$ cat config.mk
export PLATFORM = sky130hd
export DESIGN_NAME = serfifo_hub
export DESIGN_NICKNAME = d
export VERILOG_FILES = /design/src/rtl/serfifo_pkg.sv /design/src/rtl/serfifo_buf.sv /design/src/rtl/serfifo_ctl.sv /design/src/rtl/serfifo_req.sv /design/src/rtl/serfifo_hub.sv
export SDC_FILE = /design/constraint.sdc
export NUM_CORES = 1
export LEC_CHECK = 0
export BUFFER_PORTS_ARGS = -buffer_cell sky130_fd_sc_hd__buf_2
export CAP_MARGIN = 20
export CORE_ASPECT_RATIO = 0.5
export CORE_MARGIN = 3
export CORE_UTILIZATION = 45
export DETAILED_ROUTE_END_ITERATION = 7
export PLACE_DENSITY_LB_ADDON = 0.25
export SLEW_MARGIN = 20
export SYNTH_ARGS = -nofsm -noshare
export SYNTH_HDL_FRONTEND = slang
export SYNTH_SLANG_ARGS = --single-unit
$ cat constraint.sdc
create_clock -name clk -period 6.6 [get_ports clk]
set_input_delay 0 -clock clk [delete_from_list [all_inputs] [get_ports clk]]
set_output_delay 0 -clock clk [all_outputs]
set_load 0.005 [all_outputs]
$ cat src/rtl/serfifo_pkg.sv
package serfifo_pkg;
   typedef enum logic [1:0] {
      ADR_DATA = 2'd0,
      ADR_CTRL = 2'd1,
      ADR_STAT = 2'd2,
      ADR_NONE = 2'd3
   } host_addr_e;

   // status word layout
   localparam int ST_TXNF = 0;
   localparam int ST_RXNE = 1;
   localparam int ST_BUSY = 2;
   localparam int ST_TXRQ = 3;
   localparam int ST_RXRQ = 4;
   localparam int ST_OVR  = 5;
   localparam int ST_LVL  = 6;

   // control word layout (thresholds follow from CT_THR)
   localparam int CT_TXIE = 0;
   localparam int CT_RXIE = 1;
   localparam int CT_THR  = 2;
endpackage

$ cat src/rtl/serfifo_buf.sv
module serfifo_buf #(
   parameter int DATA_W = 16,
   parameter int DEPTH  = 16
) (
   input  logic              clk,
   input  logic              rst_n,
   input  logic              push,
   input  logic [DATA_W-1:0] din,
   input  logic              pop,
   output logic [DATA_W-1:0] dout,
   output logic [$clog2(DEPTH):0] level,
   output logic              full,
   output logic              empty
);
   localparam int PTR_W = $clog2(DEPTH);
   localparam int CNT_W = PTR_W + 1;

   logic [DATA_W-1:0] mem [DEPTH];
   logic [PTR_W-1:0]  wr_ptr, rd_ptr;
   logic              push_ok, pop_ok;

   assign full    = (level == CNT_W'(DEPTH));
   assign empty   = (level == '0);
   assign push_ok = push & ~full;
   assign pop_ok  = pop & ~empty;
   assign dout    = mem[rd_ptr];

   for (genvar i = 0; i < DEPTH; i++) begin : g_cell
      always_ff @(posedge clk) begin
         if (push_ok && wr_ptr == PTR_W'(i)) mem[i] <= din;
      end
   end

   always_ff @(posedge clk or negedge rst_n) begin
      if (!rst_n) begin
         wr_ptr <= '0;
         rd_ptr <= '0;
         level  <= '0;
      end else begin
         if (push_ok) wr_ptr <= wr_ptr + 1'b1;
         if (pop_ok)  rd_ptr <= rd_ptr + 1'b1;
         if (push_ok && !pop_ok)      level <= level + 1'b1;
         else if (pop_ok && !push_ok) level <= level - 1'b1;
      end
   end
endmodule

$ cat src/rtl/serfifo_ctl.sv
module serfifo_ctl #(
   parameter int THR_W = 4
) (
   input  logic               clk,
   input  logic               rst_n,
   input  logic               ctl_wr,
   input  logic [2*THR_W+3:0] ctl_wdata,
   input  logic               ovr_set,
   input  logic               ovr_clr,
   output logic               tx_ie,
   output logic               rx_ie,
   output logic [THR_W-1:0]   tx_thr,
   output logic [THR_W-1:0]   rx_thr,
   output logic               test_en,
   output logic               test_sel,
   output logic               ovr
);
   import serfifo_pkg::*;
   localparam int RXT = CT_THR + THR_W;
   localparam int TEN = CT_THR + 2*THR_W;

   always_ff @(posedge clk or negedge rst_n) begin
      if (!rst_n) begin
         tx_ie    <= 1'b0;
         rx_ie    <= 1'b0;
         tx_thr   <= '0;
         rx_thr   <= '0;
         test_en  <= 1'b0;
         test_sel <= 1'b0;
      end else if (ctl_wr) begin
         tx_ie    <= ctl_wdata[CT_TXIE];
         rx_ie    <= ctl_wdata[CT_RXIE];
         tx_thr   <= ctl_wdata[CT_THR +: THR_W];
         rx_thr   <= ctl_wdata[RXT +: THR_W];
         test_en  <= ctl_wdata[TEN];
         test_sel <= ctl_wdata[TEN+1];
      end
   end

   always_ff @(posedge clk or negedge rst_n) begin
      if (!rst_n)       ovr <= 1'b0;
      else if (ovr_set) ovr <= 1'b1;
      else if (ovr_clr) ovr <= 1'b0;
   end
endmodule

$ cat src/rtl/serfifo_req.sv
module serfifo_req #(
   parameter int THR_W   = 4,
   parameter bit RX_SIDE = 1'b0
) (
   input  logic [THR_W:0]   level,
   input  logic [THR_W-1:0] thr,
   input  logic             ie,
   output logic             req,
   output logic             irq
);
   if (RX_SIDE) begin : g_rx
      assign req = (level > {1'b0, thr});
   end else begin : g_tx
      assign req = (level <= {1'b0, thr});
   end
   assign irq = req & ie;
endmodule

$ cat src/rtl/serfifo_hub.sv
module serfifo_hub #(
   parameter int DATA_W = 16,
   parameter int DEPTH  = 16
) (
   input  logic              clk,
   input  logic              rst_n,
   input  logic              host_we,
   input  logic              host_re,
   input  logic [1:0]        host_addr,
   input  logic [DATA_W-1:0] host_wdata,
   output logic [DATA_W-1:0] host_rdata,
   output logic              tx_valid,
   output logic [DATA_W-1:0] tx_data,
   input  logic              tx_pop,
   input  logic              rx_push,
   input  logic [DATA_W-1:0] rx_data,
   input  logic              shift_active,
   output logic              irq_tx,
   output logic              irq_rx,
   output logic              irq_ovr
);
   import serfifo_pkg::*;

   localparam int PTR_W = $clog2(DEPTH);
   localparam int CNT_W = PTR_W + 1;
   localparam int THR_W = PTR_W;
   localparam int CTL_W = 2*THR_W + 4;

   if (DEPTH < 2 || (1 << PTR_W) != DEPTH) begin : g_bad_depth
      $error("serfifo_hub: DEPTH must be a power of two, at least 2");
   end
   if (DATA_W < ST_LVL + 2*CNT_W || DATA_W < CTL_W) begin : g_bad_width
      $error("serfifo_hub: DATA_W too narrow for status and control words");
   end

   logic              tx_ie, rx_ie, test_en, test_sel, ovr;
   logic [THR_W-1:0]  tx_thr, rx_thr;
   logic [CNT_W-1:0]  tx_level, rx_level;
   logic              tx_full, tx_empty, rx_full, rx_empty;
   logic [DATA_W-1:0] tx_dout, rx_dout, rx_din;
   logic              test_tx, test_rx, dat_wr, dat_rd;
   logic              tx_push_i, tx_pop_i, rx_push_i, rx_pop_i, rx_push_sh;
   logic              tx_req, rx_req;
   logic [DATA_W-1:0] ctl_word, stat_word;

   assign test_tx    = test_en & ~test_sel;
   assign test_rx    = test_en & test_sel;
   assign dat_wr     = host_we & (host_addr == ADR_DATA);
   assign dat_rd     = host_re & (host_addr == ADR_DATA);

   assign tx_push_i  = dat_wr & ~test_rx;
   assign tx_pop_i   = (tx_pop & ~test_tx) | (dat_rd & test_tx);
   assign rx_push_sh = rx_push & ~test_rx;
   assign rx_push_i  = rx_push_sh | (dat_wr & test_rx);
   assign rx_din     = test_rx ? host_wdata : rx_data;
   assign rx_pop_i   = dat_rd & ~test_tx;

   serfifo_buf #(.DATA_W(DATA_W), .DEPTH(DEPTH)) u_txbuf (
      .clk(clk), .rst_n(rst_n),
      .push(tx_push_i), .din(host_wdata), .pop(tx_pop_i), .dout(tx_dout),
      .level(tx_level), .full(tx_full), .empty(tx_empty)
   );

   serfifo_buf #(.DATA_W(DATA_W), .DEPTH(DEPTH)) u_rxbuf (
      .clk(clk), .rst_n(rst_n),
      .push(rx_push_i), .din(rx_din), .pop(rx_pop_i), .dout(rx_dout),
      .level(rx_level), .full(rx_full), .empty(rx_empty)
   );

   serfifo_ctl #(.THR_W(THR_W)) u_ctl (
      .clk(clk), .rst_n(rst_n),
      .ctl_wr(host_we & (host_addr == ADR_CTRL)),
      .ctl_wdata(host_wdata[CTL_W-1:0]),
      .ovr_set(rx_push_sh & rx_full),
      .ovr_clr(host_we & (host_addr == ADR_STAT) & host_wdata[ST_OVR]),
      .tx_ie(tx_ie), .rx_ie(rx_ie), .tx_thr(tx_thr), .rx_thr(rx_thr),
      .test_en(test_en), .test_sel(test_sel), .ovr(ovr)
   );

   serfifo_req #(.THR_W(THR_W), .RX_SIDE(1'b0)) u_txreq (
      .level(tx_level), .thr(tx_thr), .ie(tx_ie), .req(tx_req), .irq(irq_tx)
   );

   serfifo_req #(.THR_W(THR_W), .RX_SIDE(1'b1)) u_rxreq (
      .level(rx_level), .thr(rx_thr), .ie(rx_ie), .req(rx_req), .irq(irq_rx)
   );

   assign irq_ovr  = ovr;
   assign tx_valid = ~tx_empty & ~test_tx;
   assign tx_data  = tx_dout;

   always_comb begin
      ctl_word = '0;
      ctl_word[CT_TXIE]                  = tx_ie;
      ctl_word[CT_RXIE]                  = rx_ie;
      ctl_word[CT_THR +: THR_W]          = tx_thr;
      ctl_word[CT_THR + THR_W +: THR_W]  = rx_thr;
      ctl_word[CT_THR + 2*THR_W]         = test_en;
      ctl_word[CT_THR + 2*THR_W + 1]     = test_sel;
   end

   always_comb begin
      stat_word = '0;
      stat_word[ST_TXNF]                 = ~tx_full;
      stat_word[ST_RXNE]                 = ~rx_empty;
      stat_word[ST_BUSY]                 = shift_active | ~tx_empty;
      stat_word[ST_TXRQ]                 = tx_req;
      stat_word[ST_RXRQ]                 = rx_req;
      stat_word[ST_OVR]                  = ovr;
      stat_word[ST_LVL +: CNT_W]         = tx_level;
      stat_word[ST_LVL + CNT_W +: CNT_W] = rx_level;
   end

   always_comb begin
      unique case (host_addr)
         ADR_DATA: begin
            if (test_tx) host_rdata = tx_empty ? '0 : tx_dout;
            else         host_rdata = rx_empty ? '0 : rx_dout;
         end
         ADR_CTRL: host_rdata = ctl_word;
         ADR_STAT: host_rdata = stat_word;
         default:  host_rdata = '0;
      endcase
   end
endmodule

* Word-level counts from Yosys, hierarchy flattened
Memory sizes are Yosys's and may differ from the RTL's. Index checks and enable logic that the tools add are counted.
Storage, ports and cells: register bits 39, RAM bits 512, bits of input ports 41, output and inout port bits 36, word-level logic and storage cells 333, memories kept 2
Memories:
- u_rxbuf.mem | words 16, bits a word 16, rd ports 1, clocked after memory_dff 0, write ports 1, line serfifo_buf.sv:18 | logic [DATA_W-1:0] mem [DEPTH];
- u_txbuf.mem | words 16, bits a word 16, rd ports 1, clocked after memory_dff 0, write ports 1, line serfifo_buf.sv:18
Operators by class: add/subtract/negate cells 8, order comparisons 2, equal/unequal tests 34, multiplexer cells 165, bitwise logic cells 31, reductions and logical operators 78
Operators by type and width (number):
- $mux 16 | 34
- $reduce_or 16->1 | 30
- $mux 4 | 30
- $mux 1 | 96
- $eq 4x4->1 const B | 16
- $pmux 16 s3 | 1
- $logic_and 1x1->1 | 36
- $eq 4x3->1 const B | 8
- $and 1x1->1 | 21
- $mux 5 | 4
- $add 4x1->4 const B | 4
- $eq 4x2->1 const B | 4
- $add 5x1->5 const B | 2
- $eq 5x5->1 const B | 2
- $logic_not 5->1 | 2
- $sub 5x1->5 const B | 2
- $eq 4x1->1 const B | 2
- $logic_not 4->1 | 2
- $not 1->1 | 7
- $reduce_bool 2->1 | 3
- $gt 5x4->1 | 1
- $le 5x4->1 | 1
- $logic_not 1->1 | 4
- $or 1x1->1 | 3
- 3 further kinds | 3

* Depth between registers and ports, before layout
depth after elaboration 24, mapped depth 12, gate-level depth less buffers 12

* Hierarchy
A second synthesis with hierarchy kept.
Second synthesis, totals: cell total of the unflattened synthesis 1291, area, all modules 23095.9 µm²
Modules (own cells, without submodules):
- serfifo_buf (u_txbuf) | instances 1, cells an instance 559, area an instance 10644.0 µm², sequential area each 8012.7 µm²
- serfifo_buf (u_rxbuf) | instances 1, cells an instance 557, area an instance 10630.2 µm², sequential area each 8012.7 µm²
- serfifo_hub | instances 1, cells an instance 114, area an instance 1054.8 µm², sequential area each 0.0 µm²
- serfifo_ctl | instances 1, cells an instance 28, area an instance 520.5 µm², sequential area each 325.3 µm²
- serfifo_req (u_txreq) | instances 1, cells an instance 17, area an instance 128.9 µm², sequential area each 0.0 µm²
- serfifo_req (u_rxreq) | instances 1, cells an instance 16, area an instance 117.6 µm², sequential area each 0.0 µm²

* Least setup slack after synthesis
No wires, ideal clock.
path type reg2reg, start reg u_ctl.test_en, end mem u_txbuf.mem[3][0] (enable), setup time 409 ps, arrival time 2415 ps, required time 6191 ps, path slack 3776 ps, stages on the path, launching flop included 6, path buffers 1, period minus slack after synthesis 2824 ps, cells stage by stage dfrtp_1 > nand2_1 > and4_1 > clkbuf_1 > nand2_1 > nor3_1
On the way: word-level cells in the longest chain between the ends 23, elaborated cells on any way between the ends 97, classes of those cells mux: 62; bitwise: 4; reduce/logical: 31
RTL lines:
- start, declared | line serfifo_ctl.sv:14 | output logic test_en,
- start signal, assigned | line serfifo_ctl.sv:35 | test_en <= ctl_wdata[TEN];
- $and 1x1->1 (*) | line serfifo_hub.sv:47 | assign test_rx = test_en & test_sel;
- $not 1->1 (*) | line serfifo_hub.sv:51 | assign tx_push_i = dat_wr & ~test_rx;
- $and 1x1->1 (*) | line serfifo_hub.sv:51
- $and 1x1->1 (*) | line serfifo_buf.sv:24 | assign push_ok = push & ~full;
- via u_txbuf.push_ok | line serfifo_buf.sv:20 | logic push_ok, pop_ok;
- $logic_and 1x1->1 | line serfifo_buf.sv:30 | if (push_ok && wr_ptr == PTR_W'(i)) mem[i] <= din;
- $mux 1 | line serfifo_buf.sv:30
- $mux 1 (not written as such) | line serfifo_buf.sv:30
- $reduce_or 16->1 (no line)
- $mux 4 (no line) / $mux 1 (equally long branches) (15 in a row)
- end, declared | line serfifo_buf.sv:18
Mark *: on every way through the listed nets, which the timed path passes. The rest lies on a longest branch.

* Worst setup path in the final report
start reg u_rxbuf.rd_ptr[0], end out host_rdata[0]
On the way: word-level cells in the longest chain between the ends 4
RTL lines:
- start, declared | line serfifo_buf.sv:19 | logic [PTR_W-1:0] wr_ptr, rd_ptr;
- start signal, assigned | line serfifo_buf.sv:41 | if (pop_ok) rd_ptr <= rd_ptr + 1'b1;
- $mem_v2 16x16
- $mux 16 | line serfifo_hub.sv:118 | else host_rdata = rx_empty ? '0 : rx_dout;
- $mux 16 | line serfifo_hub.sv:117 | if (test_tx) host_rdata = tx_empty ? '0 : tx_dout;
- $pmux 16 s3 | line serfifo_hub.sv:115 | unique case (host_addr)
- end, declared | line serfifo_hub.sv:11 | output logic [DATA_W-1:0] host_rdata,
Every way passes these cells.

==> run metrics <==
nets@finish 1370; DR WL/cell 26.56 um; fmax 261.6 MHz; RSZ-0062 raised after global routing false; maxcap violations 0; cell accounting for the most synthesized area edfxtp_1; first drt pass iteration count 5; Mapped Nets 1269; largest fanout on the critical path 39; Post-Route WL 52620 um; startpoint types register; post-synthesis adder-cell area fraction 1.621%; Clock Skews 0.01512 ns; Die W 322.5 um; status finished clean; VDD IR max 229.5 uV; area share of the leading cell type in the synthesized netlist 68.23%; commonest cells in the netlist 512 x edfxtp_1, 96 x mux4_2, 60 x mux2_2; Comb power frac 29.3%; # IOs 77; top cells by area, synth edfxtp_1 68%, mux4_2 9.6%, dfrtp_1 4.3%; ANT nets after route 0; Post-synth ARST share 7.078%; final setup margin 2.778 ns; RR Startpoint u_ctl.test_en; Initial Utilization 45.99%; Synth Area in Simple Gates 3.776%; area growth from synthesis to layout 11.93%; initial antenna violation count 0; Total Power 10.16 mW; post-layout util 51.48%; Global Route Usage Sum 20.31%; number of remaining DRC errors 0; Setup violations, final 0; sw frac 32.09%; library cells used by synthesis 54; CP Launch Point u_rxbuf.rd_ptr[0]; Synth Area in Compound Gates 4.420%; Tmin final 3.822 ns; setup bufs post-CTS 0; Cell Rows 57; largest net degree at the start of global routing 55; FF+latch count, synth 551; leakage 8.420 nW; cell area after layout 25220 um2; Worst Path Arrival 3.82 ns; Post-Synth XOR/XNOR Area 0.8551%; Synth Flop Type edfxtp_1; largest family of logic cells by synthesized area multiplexers; final cell count without fillers 1981; Sw Pwr 3.260 mW; Final Max Slew Viols 0; Post-synth EDFFs 512; relative slew slack 29.65%; DIE AREA 52960 um2; most frequent cell after synthesis edfxtp_1; n_diodes 0; GPL Wtd Cong 0.8437; vias in the first global route 11800; core outline area 49000 um2; Die Ht 164.2 um; clk root buf clkbuf_16; Yosys warning count 0; register share of total power 44.8%; layout cells sized above 1 24.77%; H-tree levels 2; dpl cell area 23590 um2; I/O Buffers 76; Fin. Hold Viols 0; vias per inst 5.900; clk buf depth 3; mux cell area share after synthesis 14.99%; syn avg cell area 18.78 um2; Clock Latency Late Sink 0.56 ns; Post-Synthesis Cells 1200; critical path data required time 6.60 ns; CTS tree done; Setup TNS 0 ns; initial detailed-routing violation count 1276; TritonCTS Buffers 48; CP Capture Type output pin; Final Hold Slack 0.04643 ns; internal power 6.899 mW; kind of critical path reg2out; Hold Startpoint host_we; sequential area share after synthesis 72.56%; clock sinks 551; remaining global-route overflow 0; Clk pwr share 25.9%; first-pass GRT wire length 78820 um; final HPWL from detailed placement 33720 um; HP Class in2reg; Slew @ Worst Pin 1.054 ns; Clock Pin Slew Worst Setup and Hold Paths 0.06 ns; via count 11690; dpl cells 1879; Post-Syn Area 22530 um2; pre-CTS setup slack 3.286 ns; period utilisation layout 57.92%; pwr dens 402.8 nW/um2
[registers in the layout (all words and copies together) (netlist names), 4 cells and up]
name	flops
u_rxbuf.mem	256
u_txbuf.mem	256
u_rxbuf.level	5
u_txbuf.level	5
u_ctl.rx_thr	4
u_ctl.tx_thr	4
u_rxbuf.rd_ptr	4
u_rxbuf.wr_ptr	4
u_txbuf.rd_ptr	4
u_txbuf.wr_ptr	4
[cell families after synthesis]
group,count (synthesis)
flops,551
compound gates,142
xor+xnor,22
fa+ha+maj,28
buf+inv,82
mux,210
simple gates,165
[layer usage]
metal / up-vias / wire length, um / global-route usage [%]
li1: 5037 / - / -
met1: 6204 / 22900 / 29.28
met2: 365 / 25130 / 32.54
met3: 81 / 3203 / 3.078
met4: 0 / 1381 / 5.629
met5: - / 0 / 0
[final timing paths]
path	cells after the start	slack, ns	end
max	7	2.78	host_rdata[0]
min	4	0.05	u_rxbuf.wr_ptr[0]
max reg2reg	11	3.22	u_rxbuf.level[4]
min reg2reg	1	0.54	u_ctl.tx_thr[1]
max in group asynchronous	2	5.74	u_txbuf.rd_ptr[2]
min in group asynchronous	2	0.14	u_rxbuf.wr_ptr[0]
[what timing repair did]
action | 4_1_cts | 5_1_grt
endpoints found under the setup margin | 0 | 0
resized for setup | 0 | 0
hold buffers | 21 | 0
endpoints found under the hold margin | 307 | 0
[cell type report]
type,instances,area (um2)
clock inverter,19,136.4
sequential,551,16370
timing repair buffer,115,729.5
tap,649,812.0
clock buffer,62,1275
inverter,18,67.56
fill,3808,23770
multi-input combinational,567,5834
[power by group through the flow]
| stage | Combinational, mW | Clock [mW] | Sequential [mW] |
|---|---|---|---|
| finish | 2.98 | 2.63 | 4.55 |
| global route | 3.20 | 2.83 | 4.60 |
| CTS | 3.00 | 2.68 | 4.56 |
| detailed placement | 2.97 | 0 | 4.63 |
| global placement | 2.92 | 0 | 4.62 |
| floorplan | 2.24 | 0 | 4.31 |
[cells in the final DEF (no fill, tap or decap), types with 18 or more instances in the layout]
master,n
inv_1,18
dfrtp_1,34
nor2_1,27
o21ai_0,25
ha_1,26
clkbuf_16,49
nor2b_1,22
a211oi_1,31
nand2_1,48
mux2_2,60
and2_1,21
mux2i_1,54
buf_2,76
edfxtp_1,512
dlygate4sd3_1,21
mux4_2,96
[critical path, cell delays in order (launching register included)]
cell	delay (ns)
dfrtp_4	0.88
buf_4	0.54
mux4_2	0.55
nor2b_1	0.14
a211oi_1	0.57
a211oi_1	0.12
a211o_1	0.31
buf_2	0.13
Power figures use the tool's default switching activity.
